### config.mk
export PLATFORM = sky130hd
export DESIGN_NAME = ifetch_burst_req
export DESIGN_NICKNAME = d
export VERILOG_FILES = /design/src/rtl/ifb_pkg.sv /design/src/rtl/ifb_req_queue.sv /design/src/rtl/ifb_assembler.sv /design/src/rtl/ifetch_burst_req.sv
export SDC_FILE = /design/constraint.sdc
export NUM_CORES = 1
export LEC_CHECK = 0
export ABC_AREA = 1
export BUFFER_PORTS_ARGS = -buffer_cell sky130_fd_sc_hd__buf_2
export CORE_ASPECT_RATIO = 1.5
export CORE_MARGIN = 4
export CORE_UTILIZATION = 58
export DETAILED_ROUTE_END_ITERATION = 7
export PLACE_DENSITY = 0.83
export SLEW_MARGIN = 10
export SYNTH_ARGS = -nofsm -noshare
export SYNTH_HDL_FRONTEND = slang
export SYNTH_SLANG_ARGS = --single-unit
export TNS_END_PERCENT = 20
### constraint.sdc
create_clock -name clk -period 4.5 [get_ports clk]
set_clock_uncertainty 0.2 [all_clocks]
set_input_delay 0.45 -clock clk [delete_from_list [all_inputs] [get_ports clk]]
set_output_delay 0.45 -clock clk [all_outputs]
set_load 0.03 [all_outputs]
### src/rtl/ifb_pkg.sv
package ifb_pkg;
    localparam int QW_W   = 128;
    localparam int ADDR_W = 36;

    typedef logic [1:0] xline_t;
endpackage

### src/rtl/ifb_req_queue.sv
module ifb_req_queue
    import ifb_pkg::*;
#(
    parameter int DEPTH = 3
) (
    input  logic                         clk,
    input  logic                         rst_n,
    input  logic                         push,
    input  xline_t                       push_extra,
    input  logic                         pop,
    output xline_t                       head_extra,
    output logic [$clog2(DEPTH+1)-1:0]   count
);
    localparam int PW = (DEPTH > 1) ? $clog2(DEPTH) : 1;
    localparam int CW = $clog2(DEPTH + 1);

    typedef struct packed {
        xline_t [DEPTH-1:0] mem;
        logic   [PW-1:0]    wr;
        logic   [PW-1:0]    rd;
        logic   [CW-1:0]    cnt;
    } q_t;

    q_t q_d, q_q;

    always_comb begin
        q_d = q_q;
        if (push) begin
            q_d.mem[q_q.wr] = push_extra;
            q_d.wr = (q_q.wr == PW'(DEPTH - 1)) ? '0 : q_q.wr + 1'b1;
        end
        if (pop) begin
            q_d.rd = (q_q.rd == PW'(DEPTH - 1)) ? '0 : q_q.rd + 1'b1;
        end
        case ({push, pop})
            2'b10:   q_d.cnt = q_q.cnt + 1'b1;
            2'b01:   q_d.cnt = q_q.cnt - 1'b1;
            default: q_d.cnt = q_q.cnt;
        endcase
    end

    always_ff @(posedge clk) begin
        if (!rst_n) q_q <= '0;
        else        q_q <= q_d;
    end

    // Empty queue: the entry being pushed is the head (zero-latency data).
    assign head_extra = (q_q.cnt == '0) ? push_extra : q_q.mem[q_q.rd];
    assign count      = q_q.cnt;
endmodule

### src/rtl/ifb_assembler.sv
module ifb_assembler
    import ifb_pkg::*;
#(
    parameter int BUS_W = 32
) (
    input  logic             clk,
    input  logic             rst_n,
    input  logic             beat_valid,
    input  logic [BUS_W-1:0] beat_data,
    output logic             qw_done,
    output logic [QW_W-1:0]  qw_word
);
    localparam int NPIECE = QW_W / BUS_W;

    generate
        if (NPIECE == 1) begin : g_wide
            assign qw_done = beat_valid;
            assign qw_word = beat_data;
        end else begin : g_narrow
            localparam int SW = $clog2(NPIECE);
            localparam int BW = (NPIECE - 1) * BUS_W;

            logic [SW-1:0] sub_d, sub_q;
            logic [BW-1:0] buf_d, buf_q;

            always_comb begin
                sub_d = sub_q;
                buf_d = buf_q;
                if (beat_valid) begin
                    sub_d = (sub_q == SW'(NPIECE - 1)) ? '0 : sub_q + 1'b1;
                    buf_d = BW'({beat_data, buf_q} >> BUS_W);
                end
            end

            always_ff @(posedge clk) begin
                if (!rst_n) begin
                    sub_q <= '0;
                    buf_q <= '0;
                end else begin
                    sub_q <= sub_d;
                    buf_q <= buf_d;
                end
            end

            assign qw_done = beat_valid && (sub_q == SW'(NPIECE - 1));
            assign qw_word = {beat_data, buf_q};
        end
    endgenerate
endmodule

### src/rtl/ifetch_burst_req.sv
module ifetch_burst_req
    import ifb_pkg::*;
#(
    parameter int BUS_W = 32,
    parameter int DEPTH = 3
) (
    input  logic              clk,
    input  logic              rst_n,
    input  logic              miss_valid,
    input  logic [ADDR_W-1:0] miss_addr,
    input  logic [1:0]        miss_spec,
    output logic              miss_ready,
    input  logic              flush,
    output logic              bus_req,
    output logic [ADDR_W-1:0] bus_addr,
    output logic [2:0]        bus_nqw,
    input  logic              bus_addr_ack,
    input  logic              bus_data_ack,
    input  logic [BUS_W-1:0]  bus_rd_data,
    output logic              qw_valid,
    output logic [QW_W-1:0]   qw_data,
    output logic [1:0]        qw_line,
    output logic              qw_idx,
    output logic              qw_last
);
    localparam int CW = $clog2(DEPTH + 1);

    typedef struct packed {
        logic              pend;
        logic [ADDR_W-1:0] addr;
        xline_t            extra;
        logic [2:0]        bidx;
        logic              flushed;
        logic              qv;
        logic [QW_W-1:0]   qdata;
        logic [1:0]        qline;
        logic              qidx;
        logic              qlast;
    } st_t;

    st_t st_d, st_q;

    logic [CW-1:0]  outst;
    xline_t         head_extra;
    logic           qw_done;
    logic [QW_W-1:0] qw_word;
    logic           push, pop, accept, flush_eff, fin, deliver;
    logic [6:0]     room;
    xline_t         spec_c, extra_new;

    ifb_req_queue #(.DEPTH(DEPTH)) u_queue (
        .clk        (clk),
        .rst_n      (rst_n),
        .push       (push),
        .push_extra (st_q.extra),
        .pop        (pop),
        .head_extra (head_extra),
        .count      (outst)
    );

    ifb_assembler #(.BUS_W(BUS_W)) u_asm (
        .clk        (clk),
        .rst_n      (rst_n),
        .beat_valid (bus_data_ack),
        .beat_data  (bus_rd_data),
        .qw_done    (qw_done),
        .qw_word    (qw_word)
    );

    always_comb begin
        st_d = st_q;

        miss_ready = !st_q.pend && (outst < CW'(DEPTH));
        accept     = miss_valid && miss_ready;
        push       = st_q.pend && bus_addr_ack;

        // Speculative lines, clamped to the code range and to the page end.
        room      = 7'h7F - miss_addr[11:5];
        spec_c    = (miss_spec == 2'd3) ? 2'd2 : miss_spec;
        extra_new = ({5'b0, spec_c} > room) ? room[1:0] : spec_c;

        fin       = qw_done && (st_q.bidx == {head_extra, 1'b1});
        pop       = fin;
        flush_eff = st_q.flushed || (flush && ((outst != '0) || push));
        deliver   = qw_done && !(flush_eff && (st_q.bidx[2:1] != 2'd0));

        if (push) st_d.pend = 1'b0;
        if (accept) begin
            st_d.pend  = 1'b1;
            st_d.addr  = {miss_addr[ADDR_W-1:5], 5'b0};
            st_d.extra = extra_new;
        end

        if (fin)          st_d.bidx = '0;
        else if (qw_done) st_d.bidx = st_q.bidx + 1'b1;
        st_d.flushed = fin ? 1'b0 : flush_eff;

        st_d.qv = deliver;
        if (deliver) begin
            st_d.qdata = qw_word;
            st_d.qline = st_q.bidx[2:1];
            st_d.qidx  = st_q.bidx[0];
            st_d.qlast = fin || (flush_eff && (st_q.bidx == 3'd1));
        end else begin
            st_d.qlast = 1'b0;
        end
    end

    always_ff @(posedge clk) begin
        if (!rst_n) st_q <= '0;
        else        st_q <= st_d;
    end

    assign bus_req  = st_q.pend;
    assign bus_addr = st_q.addr;
    assign bus_nqw  = {st_q.extra, 1'b0} + 3'd2;
    assign qw_valid = st_q.qv;
    assign qw_data  = st_q.qdata;
    assign qw_line  = st_q.qline;
    assign qw_idx   = st_q.qidx;
    assign qw_last  = st_q.qlast;
endmodule

After elaboration in Yosys (flattened, before gate mapping)
Cells that the tools add are included.
{"block": "totals", "memories": 0, "elab_cells": 76, "output_inout_bits": 174, "ram_bits": 0, "mem_bits_ro": 0, "regBits": 281, "latch_bits": 0, "in_bits": 76}
{"block": "op_classes", "mul": 0, "bitwise": 1, "n_mux": 14, "n_lt_le_gt_ge": 5, "reduce_logical": 22, "n_div": 0, "n_shift": 0, "add_sub_neg": 8, "n_eq_ne": 8}
{"cell": "39-bit 2-to-1 mux", "count": 1}
{"cell": "2-bit 2-to-1 mux", "count": 8}
{"cell": "2-bit equality test, second input constant", "count": 5}
{"cell": "1-bit logical AND", "count": 10}
{"cell": "2-bit by 1-bit adder with 2-bit output, second input constant", "count": 4}
{"cell": "2-bit nonzero test", "count": 4}
{"cell": "2-bit by 7-bit greater-than comparator with 1-bit output", "count": 1}
{"cell": "7-bit subtractor, first input constant", "count": 1}
{"cell": "6-bit bitwise mux", "count": 1}
{"cell": "2-bit by 3-bit < comparator with 1-bit output, second input constant", "count": 2}
{"cell": "2-bit binary-select mux with 2-bit select", "count": 1}
{"cell": "2-bit demux with 2-bit select", "count": 1}
{"cell": "2-bit one-hot mux with 2 select lines", "count": 1}
{"cell": "3-bit by 1-bit adder with 3-bit output, second input constant", "count": 1}
{"cell": "3-bit by 2-bit adder with 3-bit output, second input constant", "count": 1}
{"cell": "3-bit by 1-bit equality test with 1-bit output, second input constant", "count": 1}
{"cell": "3-bit equality test", "count": 1}
{"cell": "1-bit logical OR", "count": 3}
{"cell": "2-bit by 1-bit equality test with 1-bit output, second input constant", "count": 1}
{"cell": "2-bit by 1-bit greater-or-equal comparator with 1-bit output, second input constant", "count": 1}
{"cell": "1-bit logical NOT", "count": 2}
{"cell": "2-bit logical NOT", "count": 1}
{"cell": "2-bit < comparator, second input constant", "count": 1}
{"cell": "2-bit AND reduction", "count": 1}
{"cell": "other kinds (4)", "count": 4}

Longest topological paths before layout
{"block": "depth", "depth_word": 8, "ltp_mapped": 14, "depth_no_buf": 14}

Cells and area by module
Synthesis repeated with hierarchy kept, for this count alone.
{"block": "hier_totals", "hier_cells": 1792, "area_unflattened_um2": 13138.9}
{"module": "ifetch_burst_req", "instances": 1, "cells_per_inst": 1243, "seq_area_each_um2": 3423.3, "area_each_um2": 8906.0}
{"module": "ifb_assembler", "instances": 1, "cells_per_inst": 462, "seq_area_each_um2": 1961.9, "area_each_um2": 3662.3}
{"module": "ifb_req_queue", "instances": 1, "cells_per_inst": 87, "seq_area_each_um2": 240.2, "area_each_um2": 570.5}

Worst setup path after synthesis
Ideal clock, no wire load.
{"block": "synth_timing", "path_type": "register to register", "from": "register st_q, in the netlist bus_req", "to": "register st_q, in the netlist bus_addr[26]", "period_less_slack_ns": 2.035, "path_stages_with_launch": 7, "arrival_ns": 1.765, "setup_slack_ns": 2.465, "n_path_buf": 1, "path_cell_list": "dfxtp_1 a21oi_1 nand2_1 clkinv_1 buf_2 nand2_1 a21oi_1"}
{"block": "synth_via", "elab_chain_len": 3}
{"element": "start, declared", "line_no": "ifetch_burst_req.sv:41", "text": "st_t st_d, st_q;"}
{"element": "start signal, assigned", "line_no": "ifetch_burst_req.sv:111", "text": "else st_q <= st_d;"}
{"element": "1-bit logical NOT", "line_no": "ifetch_burst_req.sv:73", "text": "miss_ready = !st_q.pend && (outst < CW'(DEPTH));"}
{"element": "1-bit logical AND", "line_no": "ifetch_burst_req.sv:73"}
{"element": "named net miss_ready", "line_no": "ifetch_burst_req.sv:12", "text": "output logic miss_ready,"}
{"element": "1-bit logical AND", "line_no": "ifetch_burst_req.sv:74", "text": "accept = miss_valid && miss_ready;"}
The timed path passes the listed nets, and every way through them passes these cells.
A chain may end at the register's enable or synchronous reset.

Final worst setup path
{"block": "layout_timing", "from": "register u_asm.g_narrow.sub_q[0]", "to": "register st_q, in the netlist qw_data[32]"}
{"block": "layout_via", "elab_chain_len": 3}
{"element": "start, declared", "line_no": "ifb_assembler.sv:23", "text": "logic [SW-1:0] sub_d, sub_q;"}
{"element": "start signal, assigned", "line_no": "ifb_assembler.sv:40", "text": "sub_q <= sub_d;"}
{"element": "2-bit equality test", "line_no": "ifb_assembler.sv:45", "text": "assign qw_done = beat_valid && (sub_q == SW'(NPIECE - 1));"}
{"element": "1-bit logical AND", "line_no": "ifb_assembler.sv:45"}
{"element": "1-bit logical AND", "line_no": "ifetch_burst_req.sv:85", "text": "deliver = qw_done && !(flush_eff && (st_q.bidx[2:1] != 2'd0));"}
Every way passes these cells.

==> out/qor.txt <==
Worst VDD drop = 349 uV
worst flop-to-flop path startpoint = u_asm.g_narrow.sub_q[0]
Resize count post-CTS = 0
Die W = 123 um
Area Overhead vs Synth = 12.6%
CP Launch Type = register
CTS buffer count = 26
worst-path fanout max = 87
grt total ovfl = 0
CP endpoint kind = register
Avg Cell Area, Syn = 7.82 um^2
r2r endpoint = qw_data[32]
n_diodes = 0
Least-Margin Pin Slew = 1.02 ns
LEAKAGE = 5.51 nW
Via density = 5.31
number of synthesized register bits = 281
GRT Overall Usage = 24.4%
crit path kind = register to register
endpoints failing setup = 0
WHS = 0.0213 ns
layout cell share with drive strength beyond 1 = 19.4%
first-pass GRT wire length = 45200 um
largest net degree at the start of global routing = 136
Buffers on Ports = 238
clock latency on the worst-skew pair = 0.52 ns
core area = 19300 um^2
vias in the first global route = 9006
yosys warns = 0
Worst R2R Setup Slack = 1.52 ns
Post-Route WL = 28000 um
Syn Inst Count = 1463
EDFF count, synth = 0
synthesized cell area = 11400 um^2
synth cell count leaders = 281 x dfxtp_1, 224 x nand2_1, 211 x nor2_1, 178 x buf_4, 176 x a21oi_1
main area contributors after synthesis = dfxtp_1 49%, buf_4 12%, a21oi_1 7.7%, nand2_1 7.3%, nor2_1 6.9%
Worst setup endpoint = qw_data[32]
PD cells = 424 nW/um^2
Initial Util = 59.2%
worst reg2reg path depth = 7
Max Root-Sink Buffers = 3
Yosys top cell area share = 49.2%
Die ar. = 22100 um^2
Rel. slew slack = 31.9%
DP HPWL = 16300 um
Final Util = 66.7%
share of the yosys chip area belonging to registers = 49.2%
initial antenna violation count = 0
number of fillers in the final layout = 1571
Main synth FF type = dfxtp_1
RSZ-0062 raised after global routing = no
Iter 0 DRT Violations = 627
post-CTS setup buffers = 0
TritonCTS clock tree = yes
Pwr Total = 0.00546 W
worst hold path type = input port to register
Fmax = 336 MHz
Async SR Flop Fraction = 0%
clk slew on worst S/H paths = 0.07 ns
CP Launch Point = u_asm.g_narrow.sub_q[0]
DR vias = 9612
Setup TNS = 0 ns
largest area contributor in the netlist = dfxtp_1
fin. max-slew vios = 0
H-tree depth = 1
routed len/inst = 15.5 um
Tcrit/Tclk final = 66.2%
CTS root buf = clkbuf_16
CP Data Required Time = 4.66 ns
CP Data Arrival Time = 3.14 ns
status = finished, final reports clean
GPL Wtd Cong = 0.829
die height = 180 um
Sink Count = 281
Post-CTS Hold Buffers = 59
min Tclk post-route = 2.98 ns
NumNets Final = 1617
unique cell type count in the Yosys netlist = 29
Post-DRT Antenna Nets = 0
max cap viols = 0
I/O Pins = 250
final hold viol count = 0
Hold Crit Depth = 3
First-pass DRT Iterations = 7
most frequent cell after synthesis = dfxtp_1
number of remaining DRC errors = 0
Std-Cell Rows = 62
[routing by layer]
metal | vias to the layer above | GRT usage, % | share of wire, %
met5 | - | 0 | 0
met1 | 4434 | 30.8 | 40
met3 | 58 | 4.99 | 8.2
li1 | 4743 | - | -
met4 | 0 | 8.34 | 3.2
met2 | 377 | 41.1 | 48
[worst min path at each step]
stage                                from                       end  slack (ns)
after floorplan              qw_data[122]              qw_data[122]        0.24
after CTS                 bus_rd_data[29]  u_asm.g_narrow.buf_q[93]       0.004
after global routing         miss_addr[9]               bus_addr[9]        0.02
final                     bus_rd_data[28]  u_asm.g_narrow.buf_q[92]        0.02
after detailed placement     qw_data[127]              qw_data[127]        0.25
after global placement        qw_data[93]               qw_data[93]        0.25
[per-stage QoR]
step                setup WS (ns)  std cells  cell area (um^2)
finish                       1.52       1811             12900
global route                 1.28       1811             12900
CTS                          1.50       1811             12900
detailed placement           1.10       1704             11300
global placement             1.12       1704             11300
floorplan                    2.46       1468             11500
[critical path, cell delays in order, from the launching register on]
cell and delay [ns]:
dfxtp_1 0.37, ha_1 0.18, nand2_1 0.17, inv_4 0.51, nand2_4 0.65, buf_4 0.53
nand2_1 0.12, a21oi_1 0.07
[kinds of logic (layout without fill, tap and decap cells)]
family	count (synthesis)	after routing	synth area share, %
flip-flops	281	281	49.2
buffers and inverters	292	379	15.8
other	1	6	0.0328
AND/OR/NAND/NOR	589	589	21.1
adder cells (fa/ha/maj)	6	6	0.656
AO/OA/AOI/OAI	290	290	12.9
XOR/XNOR	4	4	0.306
[layout by cell type (no fill, tap or decap), types with 2 or more instances in the layout]
cell type      netlist  layout
nand3_1            145     145
nand2_1            224     224
o21ai_0            106     106
a21oi_1            176     176
conb_1               1       6
clkinvlp_4           0       5
nor2_1             211     211
dlygate4sd3_1        0      59
o211ai_1             4       4
clkbuf_8             0       2
ha_1                 6       6
dfxtp_1            281     281
clkbuf_16            0      27
xor2_1               4       4
bufinv_16            0       5
nor3_1               3       3
buf_4              178      10
inv_1               22      21
buf_2               21     237
inv_6                0       3
clkinv_2             0       7
[state kept, by name (all words and copies together) (netlist names)]
| name | cells |
|---|---|
| u_queue.q_q | 10 |
| qw_idx | 1 |
| u_queue.count | 2 |
| qw_data | 128 |
| st_q | 6 |
| qw_valid | 1 |
| u_asm.g_narrow.sub_q | 2 |
| qw_line | 2 |
| qw_last | 1 |
| u_asm.g_narrow.buf_q | 96 |
| bus_req | 1 |
| bus_addr | 31 |
[power by group]
group / leakage (nW) / total (W) / switching (W) / internal (W)
combinational: 2.76 / 0.000429 / 0.000278 / 0.000151
clock: 0.455 / 0.00239 / 0.000966 / 0.00142
sequential: 2.29 / 0.00264 / 0.0000625 / 0.00258
total: 5.51 / 0.00546 / 0.00131 / 0.00415
[final cells by class]
type | instances | area, um^2 | area share (%)
multi-input combinational | 895 | 4030 | 31.3
tap | 256 | 320 | 2.49
sequential | 281 | 5630 | 43.7
clock inverter | 19 | 244 | 1.89
timing repair buffer | 306 | 1850 | 14.4
clock buffer | 29 | 703 | 5.46
inverter | 25 | 103 | 0.797
No activity file was read; power rests on OpenSTA's default activity.
